[config.mk]
export PLATFORM = sky130hd
export DESIGN_NAME = sio_rx_gate
export DESIGN_NICKNAME = d
export VERILOG_FILES = /design/src/rtl/sio_rx_pkg.sv /design/src/rtl/sio_rx_dpath.sv /design/src/rtl/sio_rx_ctrl.sv /design/src/rtl/sio_rx_gate.sv
export SDC_FILE = /design/constraint.sdc
export NUM_CORES = 1
export LEC_CHECK = 0
export ABC_AREA = 0
export CAP_MARGIN = 20
export CORE_UTILIZATION = 50
export CTS_CLUSTER_SIZE = 8
export DETAILED_ROUTE_END_ITERATION = 7
export PLACE_DENSITY = 0.76
export SYNTH_ARGS = -nofsm -noshare
export SYNTH_HDL_FRONTEND = slang
export SYNTH_SLANG_ARGS = --single-unit
[constraint.sdc]
create_clock -name clk -period 2.3 [get_ports clk]
set_clock_uncertainty 0.05 [all_clocks]
set_input_delay 0.46 -clock clk [delete_from_list [all_inputs] [get_ports clk]]
set_output_delay 0.46 -clock clk [all_outputs]
set_load 0.005 [all_outputs]
[src/rtl/sio_rx_pkg.sv]
package sio_rx_pkg;
  // Strobes from control to datapath
  typedef struct packed {
    logic shift;  // take one bit into the shift register
    logic load;   // copy assembled byte into the holding register
  } rxStrobe_t;
endpackage

[src/rtl/sio_rx_dpath.sv]
module sio_rx_dpath
  import sio_rx_pkg::*;
#(
  parameter int DATA_W      = 8,
  parameter int SYNC_STAGES = 2
) (
  input  logic              clk,
  input  logic              rstN,
  input  logic              serIn,
  input  logic              extSck,
  input  rxStrobe_t         stb,
  output logic              extRise,
  output logic              extFall,
  output logic [DATA_W-1:0] rxData
);
  localparam int LAST = SYNC_STAGES - 1;

  logic [SYNC_STAGES-1:0] dataSync;
  logic [SYNC_STAGES-1:0] sckSync;
  logic                   sckPrev;
  logic [DATA_W-1:0]      shiftReg;
  logic [DATA_W-1:0]      holdReg;
  logic [DATA_W-1:0]      nextWord;

  always_ff @(posedge clk or negedge rstN) begin
    if (!rstN) begin
      dataSync <= '0;
      sckSync  <= '0;
      sckPrev  <= 1'b0;
    end else begin
      dataSync <= {dataSync[LAST-1:0], serIn};
      sckSync  <= {sckSync[LAST-1:0], extSck};
      sckPrev  <= sckSync[LAST];
    end
  end

  assign extRise  = sckSync[LAST] & ~sckPrev;
  assign extFall  = ~sckSync[LAST] & sckPrev;
  assign nextWord = {dataSync[LAST], shiftReg[DATA_W-1:1]};

  always_ff @(posedge clk or negedge rstN) begin
    if (!rstN) begin
      shiftReg <= '0;
      holdReg  <= '0;
    end else begin
      if (stb.shift) shiftReg <= nextWord;
      if (stb.load)  holdReg  <= nextWord;
    end
  end

  assign rxData = holdReg;

  // holding register only moves on a load strobe
  p_hold_stable_r6: assert property (@(posedge clk) disable iff (!rstN)
    !stb.load |=> $stable(holdReg));
endmodule

[src/rtl/sio_rx_ctrl.sv]
module sio_rx_ctrl
  import sio_rx_pkg::*;
#(
  parameter int DATA_W   = 8,
  parameter int HALF_DIV = 4
) (
  input  logic      clk,
  input  logic      rstN,
  input  logic      rxEnable,
  input  logic      clkSrcExt,
  input  logic      fallEdge,
  input  logic      readStb,
  input  logic      extRise,
  input  logic      extFall,
  output rxStrobe_t stb,
  output logic      sckOut,
  output logic      rxFull,
  output logic      rxIrq
);
  localparam int CNT_W = (DATA_W > 1) ? $clog2(DATA_W) : 1;
  localparam int DIV_W = (HALF_DIV > 1) ? $clog2(HALF_DIV) : 1;
  localparam logic [CNT_W-1:0] LAST_BIT = CNT_W'(DATA_W - 1);
  localparam logic [DIV_W-1:0] DIV_END  = DIV_W'(HALF_DIV - 1);

  logic [CNT_W-1:0] bitCnt;
  logic [DIV_W-1:0] divCnt;
  logic             genActive;
  logic             tick;
  logic             extEdge;
  logic             shiftNow;
  logic             lastBit;

  assign genActive = rxEnable & ~rxFull & ~clkSrcExt;
  assign tick      = genActive & (divCnt == DIV_END);
  assign extEdge   = fallEdge ? extFall : extRise;
  assign shiftNow  = rxEnable & ~rxFull & (clkSrcExt ? extEdge : (tick & ~sckOut));
  assign lastBit   = (bitCnt == LAST_BIT);

  always_comb begin
    stb.shift = shiftNow;
    stb.load  = shiftNow & lastBit;
  end

  // Clock generator: parks high whenever not allowed to run
  always_ff @(posedge clk or negedge rstN) begin
    if (!rstN) begin
      divCnt <= '0;
      sckOut <= 1'b1;
    end else if (!genActive) begin
      divCnt <= '0;
      sckOut <= 1'b1;
    end else if (tick) begin
      divCnt <= '0;
      sckOut <= ~sckOut;
    end else begin
      divCnt <= divCnt + 1'b1;
    end
  end

  always_ff @(posedge clk or negedge rstN) begin
    if (!rstN) begin
      bitCnt <= '0;
      rxFull <= 1'b0;
      rxIrq  <= 1'b0;
    end else begin
      if (!rxEnable)     bitCnt <= '0;
      else if (shiftNow) bitCnt <= lastBit ? '0 : bitCnt + 1'b1;
      if (stb.load)      rxFull <= 1'b1;
      else if (readStb)  rxFull <= 1'b0;
      rxIrq <= stb.load;
    end
  end

  p_irq_single_r4: assert property (@(posedge clk) disable iff (!rstN)
    rxIrq |=> !rxIrq);
  p_irq_on_flag_r4: assert property (@(posedge clk) disable iff (!rstN)
    $rose(rxFull) |-> rxIrq);
  p_read_clears_r5: assert property (@(posedge clk) disable iff (!rstN)
    rxFull && readStb |=> !rxFull);
  p_no_shift_full_r6: assert property (@(posedge clk) disable iff (!rstN)
    rxFull |-> !stb.shift);
  p_sck_parked_r8: assert property (@(posedge clk) disable iff (!rstN)
    rxFull |-> sckOut);
  p_cnt_cleared_r9: assert property (@(posedge clk) disable iff (!rstN)
    !rxEnable |=> bitCnt == '0);
endmodule

[src/rtl/sio_rx_gate.sv]
module sio_rx_gate
  import sio_rx_pkg::*;
#(
  parameter int DATA_W      = 8,
  parameter int HALF_DIV    = 4,
  parameter int SYNC_STAGES = 2
) (
  input  logic              clk,
  input  logic              rstN,
  input  logic              rxEnable,
  input  logic              clkSrcExt,
  input  logic              fallEdge,
  input  logic              readStb,
  input  logic              serIn,
  input  logic              extSck,
  output logic              sckOut,
  output logic [DATA_W-1:0] rxData,
  output logic              rxFull,
  output logic              rxIrq
);
  rxStrobe_t stb;
  logic      extRise;
  logic      extFall;

  sio_rx_ctrl #(.DATA_W(DATA_W), .HALF_DIV(HALF_DIV)) u_ctrl (
    .clk(clk), .rstN(rstN), .rxEnable(rxEnable), .clkSrcExt(clkSrcExt),
    .fallEdge(fallEdge), .readStb(readStb), .extRise(extRise), .extFall(extFall),
    .stb(stb), .sckOut(sckOut), .rxFull(rxFull), .rxIrq(rxIrq)
  );

  sio_rx_dpath #(.DATA_W(DATA_W), .SYNC_STAGES(SYNC_STAGES)) u_dpath (
    .clk(clk), .rstN(rstN), .serIn(serIn), .extSck(extSck), .stb(stb),
    .extRise(extRise), .extFall(extFall), .rxData(rxData)
  );
endmodule

==> out/qor.txt, run 1 <==
vias in the first global route: 675
largest family of logic cells by synthesized area: multiplexers
status: finished clean
simple logic cell fraction of the synthesized area: 0.103
1st-pass router iterations: 3
post-DP HPWL: 1250 um
multiplexer share of the synthesized area: 0.183
Root Driver: clkbuf_4
Setup crit start kind: primary input
synth top area cells: dfrtp_1 (62%), mux2_2 (16%), ha_1 (3.4%)
Row Count: 16
# DRC: 0
Slew Limit Fails: 0
Ports: 19
final setup fails: 0
compound-cell area share of the yosys netlist: 0.0126
Min Clock Period, post-route: 2010 ps
largest net degree at the start of global routing: 29
Crit Path Class: in -> reg
crit-path max FO: 6
clk sink count: 28
endpoints failing hold: 0
Nets: 110
P per Cell Area: 653 mW/mm2
H-Tree Depth: 1
synth warn: 0
initial antenna violation count: 0
dpl cells: 121
hold crit path type: reg -> reg
worst hold slack: 314 ps
I/O Buffers: 18
Initial Util: 0.544
Fillers: 155
Post-Route Utilization: 0.689
total global-route track usage: 0.174
Tcrit/Tclk final: 0.875
Max transition margin: 0.692
GR Overflow Total: 0
Seq/Total Area, Yosys: 0.645
number of DRC markers in iteration 0: 8
Die Area: 0.00237 mm2
clk buf depth: 2
vias: 637
Area Overhead vs Synth: 26.7%
Critical Path RT: 2470 ps
worst-margin pin slew: 462 ps
synthesized netlist net count: 82
Max Fclk: 497 MHz
P_leak: 0.647 nW
Post-Synth Adder-Cell Area: 0.0345
Crit. End Element: flip-flop
CP max stage delay: 410 ps
CTS tree: done
share of layout cells above drive strength 1: 0.296
post-route antenna net violation count: 0
Mapped Avg Cell Area: 15.3 um2
drt total wl: 1700 um
Hold-fix buffers, CTS: 0
post-CTS sizing: 0
Cell Count, Final, Fillers Out: 125
Yosys cell types: 20
CTS buffer count: 3
cells after synthesis: 71
# Post-CTS Setup Buffers: 0
cells along the critical path: clkdlybuf4s50_1 -> or3b_1 -> and3_4 -> nor4_4 -> buf_4 -> mux2_2
WL/cell: 13.6 um
RSZ-0062 raised after global routing: no
Max IR drop VDD: 0.000499 V
Die X: 48.7 um
clock slew seen by the registers of the worst setup and hold paths: 140 ps
Clock Latency Late Sink: 310 ps
post-synthesis cell area: 0.00109 mm2
# diodes: 0
vias per inst: 5.10
gpl congestion: 0.674
Post-Synth XOR/XNOR Area: 0.00805
first-pass GRT wire length: 3060 um
share of the synthesized area in the top cell type: 0.621
arrival time at the worst endpoint: 2180 ps
core region area: 0.00200 mm2
Synth area leader: dfrtp_1
number of max-cap violations: 0
Die Span Y: 48.7 um
CP max stage cell: clkdlybuf4s50_1
FF+latch count, synth: 28
## flip-flops by register name (all words and copies together) (netlist names)
signal            flops
u_ctrl.sckOut         1
u_dpath.sckPrev       1
u_ctrl.bitCnt         3
u_ctrl.rxIrq          1
u_dpath.shiftReg      7
u_dpath.sckSync       2
u_ctrl.divCnt         2
u_dpath.rxData        8
u_dpath.dataSync      2
u_ctrl.rxFull         1
## final cells by class
class	count	area [um2]	share of cell area
clock buffers	4	26.3	0.0191
flip-flops and latches	28	702	0.509
well taps	27	33.8	0.0245
repair buffers	23	230	0.167
multi-input cells	39	372	0.270
inverters	4	15.0	0.0109
## placed cells by master (no fill, tap or decap)
cell type        Yosys  final
nand2b_1             1      1
or3b_1               1      1
ha_1                 3      3
a21oi_1              1      1
nor2_1               1      1
clkbuf_4             0      3
nor4_4               1      1
clkbuf_1             0      1
nor3_4               1      1
xnor2_1              1      1
dfrtp_1             27     27
or2_2                1      1
nand2_1              5      5
buf_4                0      4
nand3b_1             1      1
buf_12               0      1
a21o_2               1      1
clkdlybuf4s50_1      0     18
inv_1                4      4
mux2i_1              3      3
mux2_2              15     15
dfstp_2              1      1
nor4_1               1      1
and3_4               1      1
and2_1               1      1
## logic make-up (layout without fill, tap and decap cells)
| group | count (synthesis) | in the layout |
|---|---|---|
| DFF | 28 | 28 |
| adders and majority gates | 3 | 3 |
| buffers and inverters | 4 | 31 |
| AOI/OAI and AO/OA | 2 | 2 |
| xor gates and xnor gates | 1 | 1 |
| muxes | 18 | 18 |
| and+or+nand+nor | 15 | 15 |
## per-layer routing
layer  vias to the layer above  part of all wire  track usage
met2                        10              0.51        0.275
li1                        302                 -            -
met1                       323              0.45        0.237
met5                         -                 0            0
met3                         2             0.034       0.0314
met4                         0            0.0082       0.0735
## per-stage QoR
step | area (um2) | setup slack [ps] | power (mW) | setup TNS, ps
2_1_floorplan | 1090 | 302 | 0.659 | 0
3_3_place_gp | 1350 | -47.3 | 0.704 | -300
3_5_place_dp | 1350 | -69.4 | 0.714 | -443
4_1_cts | 1380 | 293 | 0.917 | 0
5_1_grt | 1380 | 230 | 0.956 | 0
6_report | 1380 | 286 | 0.901 | 0
## critical path, delay by kind of cell
family	cells	cell delay, ps
buf+inv	2	600
simple gates	3	780
mux	1	340
## final timing paths
check / from / to / slack [ps] / cells past startpoint
min in group asynchronous: rstN / u_ctrl.divCnt[1]$_DFF_PN0_ / 450 / 2
worst max register to register: u_dpath.sckPrev$_DFF_PN0_ / u_dpath.rxData[4]$_DFFE_PN0P_ / 430 / 5
max in group asynchronous: rstN / u_ctrl.sckOut$_DFFE_PN1P_ / 1450 / 2
worst min register to register: u_dpath.sckSync[0]$_DFF_PN0_ / u_dpath.sckSync[1]$_DFF_PN0_ / 310 / 0
worst min-delay path: u_dpath.sckSync[0]$_DFF_PN0_ / u_dpath.sckSync[1]$_DFF_PN0_ / 310 / 0
worst max-delay path: fallEdge / u_dpath.rxData[4]$_DFFE_PN0P_ / 290 / 6
## Yosys cell counts
cell / count
nand3b_1: 1
nand2b_1: 1
a21o_2: 1
inv_1: 4
and2_1: 1
or2_2: 1
dfrtp_1: 27
nor4_1: 1
nor2_1: 1
dfstp_2: 1
mux2i_1: 3
mux2_2: 15
nand2_1: 5
xnor2_1: 1
nor3_4: 1
a21oi_1: 1
or3b_1: 1
ha_1: 3
and3_4: 1
nor4_4: 1
## power breakdown
group / internal (mW) / total, mW / switching (mW)
logic: 0.0683 / 0.109 / 0.0411
clock network: 0.0678 / 0.199 / 0.132
registers: 0.553 / 0.592 / 0.0386
(Power assumes the default switching activity.)
==> run 2, diff against run 1 <==
CORE_UTILIZATION = 51   (was 50)
PLACE_DENSITY = 0.77   (was 0.76)
SYNTH_HIERARCHICAL = 1   (was unset)
==> run 2 against run 1 <==
Effect of this change:
- wire length decreased by 2.5%
- clock power barely moved
- combinational power up 27%
- first-iteration DRC count decreased by 25%
- synthesized cell count grew 2.8%
- largest cell class unchanged
- total power increased by 4.4%
- fmax grew 0.74%
- global-route usage is 1.6 points lower
==> out/qor.txt, run 2 <==
number of DRC markers in iteration 0: 6
post-CTS sizing: 0
clock power share: 0.212
gpl congestion: 0.708
Root Driver: clkbuf_4
clock slew seen by the registers of the worst setup and hold paths: 130 ps
most frequent cells in the layout: dfrtp_1 (27), clkdlybuf4s50_1 (18), mux2_4 (15)
P_leak: 0.665 nW
WL/cell: 13.5 um
Hold Crit Start: u_dpath/sckSync[0]$_DFF_PN0_
Switch Pwr: 0.221 mW
synth warn: 6
Row Count: 16
Cell Count, Final, Fillers Out: 123
Min Clock Period, post-route: 2000 ps
FF+latch count, synth: 28
Die Span Y: 49.8 um
I/O Buffers: 18
clk buf depth: 2
combinational share of power: 0.147
Tcrit/Tclk final: 0.869
synthesized netlist net count: 84
crit-path max FO: 9
post-synthesis cell area: 0.00116 mm2
Slew Limit Fails: 0
Max IR drop VDD: 0.000527 V
Nets: 108
reg2reg setup slack: 370 ps
Yosys cell types: 19
Crit. Startpoint: fallEdge
FFs w/ async S/R, synth: 1.00
cells along the critical path: clkdlybuf4s50_1 -> mux2i_1 -> a2111oi_4 -> and2_2 -> mux2_4
most common library cells after synthesis: dfrtp_1 (27), mux2_4 (15), inv_1 (5)
largest net degree at the start of global routing: 29
number of max-cap violations: 0
dpl cell area: 0.00138 mm2
Final Instance Area: 0.00140 mm2
1st-pass router iterations: 2
vias per inst: 4.78
Crit Path Class: in -> reg
Ports: 19
top-count cell post-synth: dfrtp_1
# DRC: 0
status: finished clean
cells after synthesis: 73
CTS tree: done
Int Pwr: 0.720 mW
total global-route track usage: 0.158
Critical Path RT: 2460 ps
CTS buffer count: 3
Initial Util: 0.564
clk sink count: 28
Clock Latency Late Sink: 320 ps
CP max stage cell: clkdlybuf4s50_1
first-pass GRT wire length: 2920 um
Synth area leader: dfrtp_1
Area Overhead vs Synth: 20.6%
vias in the first global route: 618
worst-margin pin slew: 341 ps
H-Tree Depth: 1
post-DP HPWL: 1160 um
Setup crit start kind: primary input
Post-Route Utilization: 0.681
Die Area: 0.00248 mm2
# diodes: 0
Seq/Total Area, Yosys: 0.603
Post-synth top flop: dfrtp_1
sequential share of power: 0.641
CP max stage delay: 470 ps
drt total wl: 1660 um
vias: 588
Switching Share: 0.235
Max transition margin: 0.773
GR Overflow Total: 0
initial antenna violation count: 0
worst hold slack: 318 ps
# Post-CTS Setup Buffers: 0
final setup fails: 0
RSZ-0062 raised after global routing: no
Hold-fix buffers, CTS: 0
commonest non-fill, non-tap cell in the layout: dfrtp_1
synth top area cells: dfrtp_1 (58%), mux2_4 (19%), mux2i_1 (3.4%)
number of synthesized flops with an enable pin: 0
post-route antenna net violation count: 0
Crit. End Element: flip-flop
P per Cell Area: 670 mW/mm2
Reg-to-Reg Start: u_ctrl/divCnt[0]$_DFF_PN0_
endpoints failing hold: 0
Max Fclk: 500 MHz
Final Power: 0.940 mW
Mapped Avg Cell Area: 15.9 um2
number of flip-flops in the largest register: 8
share of the synthesized area in the top cell type: 0.581
arrival time at the worst endpoint: 2160 ps
share of layout cells above drive strength 1: 0.271
hold crit path type: reg -> reg
dpl cells: 119
Die X: 49.8 um
core region area: 0.00206 mm2
==> run 2: power groups by stage <==
| stage | registers [mW] | logic, mW | clock network, mW |
|---|---|---|---|
| after global routing | 0.610 | 0.150 | 0.231 |
| after detailed placement | 0.611 | 0.139 | 0 |
| after global placement | 0.607 | 0.135 | 0 |
| after floorplan | 0.595 | 0.105 | 0 |
| final | 0.602 | 0.138 | 0.199 |
| after CTS | 0.601 | 0.140 | 0.206 |
==> run 2: stage by stage <==
step	TNS (ps)	setup WS (ps)
3_3_place_gp	0	32.9
5_1_grt	0	225
4_1_cts	0	293
2_1_floorplan	0	355
3_5_place_dp	-261	-39.8
6_report	0	301
==> run 2: kinds of logic after synthesis <==
logic type	share of synthesized area
flops	0.603
mux	0.228
simple gates	0.0516
buf+inv	0.0419
compound gates	0.0355
fa+ha+maj	0.0323
xor+xnor	0.00753
==> run 2: final cells by class <==
| type | instances | area (um2) |
|---|---|---|
| clock buffer | 4 | 26.3 |
| fill | 150 | 658 |
| tap | 27 | 33.8 |
| sequential | 28 | 702 |
| timing repair buffer | 22 | 210 |
| inverter | 5 | 18.8 |
| multi-input combinational | 37 | 413 |
==> run 2: worst max-delay path, delay by kind of cell <==
kind,cells,cell delay [ps]
and+or+nand+nor,1,390
muxes,2,440
buffers and inverters,1,470
AOI/OAI and AO/OA,1,390
==> run 2: worst paths after layout <==
path	end	cells after the start
min in group asynchronous	u_dpath/shiftReg[1]$_DFFE_PN0P_	2
hold reg to reg	u_dpath/sckSync[1]$_DFF_PN0_	0
setup / recovery	u_dpath/rxData[0]$_DFFE_PN0P_	5
hold / removal	u_dpath/sckSync[1]$_DFF_PN0_	0
max in group asynchronous	u_ctrl/sckOut$_DFFE_PN1P_	2
setup reg to reg	u_dpath/rxData[0]$_DFFE_PN0P_	5
==> run 2: layer usage <==
metal,vias to the layer above,track usage,share of wire
met4,0,0.0429,0
met1,288,0.233,0.50
met5,-,0,0
li1,290,-,-
met3,0,0.0278,0.030
met2,10,0.241,0.47
==> run 3, diff against run 2 <==
clock period = 2.05 ns   (was 2.3 ns; I/O delays follow)
==> run 3 against run 2 <==
Effect of this change:
- die area unchanged
- final area grew 4.7%
- register-to-register slack worse by 230 ps
- hold slack gained 5.6 ps
- sequential share of layout area decreased by 2.3 points
- first-iteration DRC count decreased by 67%
==> out/qor.txt, run 3 (same netlist as run 2, synthesis figures left out) <==
P_leak: 0.696 nW
Root Driver: clkbuf_4
arrival time at the worst endpoint: 2090 ps
Int Pwr: 0.933 mW
Clock Latency Late Sink: 320 ps
WL/cell: 14.8 um
Crit Path Class: reg -> reg
Highest Signal Layer: met4
clock slew seen by the registers of the worst setup and hold paths: 140 ps
post-CTS sizing: 0
Initial Util: 0.564
initial antenna violation count: 0
Max Fclk: 523 MHz
hold crit path type: reg -> reg
CP max stage delay: 400 ps
worst-margin pin slew: 464 ps
Critical Path RT: 2220 ps
gpl congestion: 0.701
RSZ-0062 raised after global routing: no
final setup fails: 0
post-route antenna net violation count: 0
# Post-CTS Setup Buffers: 0
status: finished clean
combinational share of power: 0.135
P per Cell Area: 810 mW/mm2
Post-Route Utilization: 0.713
total global-route track usage: 0.187
Hold-fix buffers, CTS: 0
Die X: 49.8 um
Row Count: 16
Slew Limit Fails: 0
# DRC: 0
met2 routed WL: 905 um
Min Clock Period, post-route: 1910 ps
Setup crit start kind: flip-flop
Area Overhead vs Synth: 26.3%
1st-pass router iterations: 2
most frequent cells in the layout: dfrtp_1 (27), clkdlybuf4s50_1 (18), mux2_4 (15)
vias in the first global route: 710
vias per inst: 5.06
share of layout cells above drive strength 1: 0.296
core region area: 0.00206 mm2
CP max stage cell: dfrtp_1
largest net degree at the start of global routing: 21
number of max-cap violations: 0
DR WL met3: 47 um
H-Tree Depth: 1
crit-path max FO: 9
GR Overflow Total: 0
sequential share of power: 0.568
number of flip-flops in the largest register: 8
post-DP HPWL: 1230 um
Die Area: 0.00248 mm2
commonest non-fill, non-tap cell in the layout: dfrtp_1
Max transition margin: 0.690
CTS buffer count: 3
WL met1: 868 um
first-pass GRT wire length: 3320 um
Die Span Y: 49.8 um
endpoints failing hold: 0
I/O Buffers: 18
CP delay by family, top: compound AO/OA/AOI/OAI gates
# diodes: 0
vias: 633
Crit. End Element: flip-flop
Switching Share: 0.216
worst hold slack: 324 ps
Switch Pwr: 0.258 mW
clock power share: 0.297
CTS tree: done
clk sink count: 28
Bufs and invs on worst path: 1
clk buf depth: 2
Ports: 19
Nets: 110
drt total wl: 1850 um
cells along the critical path: ha_1 -> a21oi_1 -> a2111oi_4 -> and2_2 -> buf_12 -> mux2_4
number of DRC markers in iteration 0: 2
Max IR drop VDD: 0.000556 V
Tcrit/Tclk final: 0.933
[run 3: cell count changes in the layout (fill, tap and decap cells not counted)]
cell / before / now
bufinv_16: 0 / 1
clkbuf_1: 1 / 0
buf_12: 0 / 2
[run 3: layer usage]
| layer | GRT usage | up-vias |
|---|---|---|
| li1 | - | 294 |
| met1 | 0.228 | 321 |
| met2 | 0.315 | 14 |
| met3 | 0.0370 | 4 |
| met4 | 0.0857 | 0 |
| met5 | 0 | - |
[run 3: worst paths after layout]
| check | startpoint | to | slack (ps) | depth (start not counted) |
|---|---|---|---|---|
| min | u_dpath/sckSync[0]$_DFF_PN0_ | u_dpath/sckSync[1]$_DFF_PN0_ | 320 | 0 |
| min in group asynchronous | rstN | u_dpath/sckSync[0]$_DFF_PN0_ | 340 | 1 |
| max reg2reg | u_ctrl/divCnt[0]$_DFF_PN0_ | u_dpath/rxData[0]$_DFFE_PN0P_ | 140 | 6 |
| max | u_ctrl/divCnt[0]$_DFF_PN0_ | u_dpath/rxData[0]$_DFFE_PN0P_ | 140 | 6 |
| min reg2reg | u_dpath/sckSync[0]$_DFF_PN0_ | u_dpath/sckSync[1]$_DFF_PN0_ | 320 | 0 |
| max in group asynchronous | rstN | u_dpath/shiftReg[7]$_DFFE_PN0P_ | 1160 | 2 |
[run 3: stage by stage]
stage                     TNS, ps  power (mW)  instances  cell area (um2)  setup slack (ps)
after CTS                       0        1.20        125             1470               135
after global placement      -1350       0.836        121             1420              -114
after global routing            0        1.25        125             1470              35.7
final                           0        1.19        125             1470               137
after detailed placement    -1660       0.847        121             1420              -134
after floorplan                 0       0.786         73             1160               107
[run 3: layout make-up]
type / count / area, um2
clock buffers: 3 / 22.5
clock inverters: 1 / 30.0
fillers: 129 / 592
inverters: 5 / 18.8
multi-input cells: 37 / 413
flip-flops and latches: 28 / 702
well taps: 27 / 33.8
repair buffers: 24 / 250
[run 3: power groups by stage]
| stage | Sequential (mW) | Combinational [mW] | Clock, mW |
|---|---|---|---|
| 3_5_place_dp | 0.687 | 0.160 | 0 |
| 2_1_floorplan | 0.668 | 0.118 | 0 |
| 6_report | 0.676 | 0.161 | 0.354 |
| 5_1_grt | 0.688 | 0.174 | 0.385 |
| 4_1_cts | 0.676 | 0.163 | 0.360 |
| 3_3_place_gp | 0.680 | 0.156 | 0 |
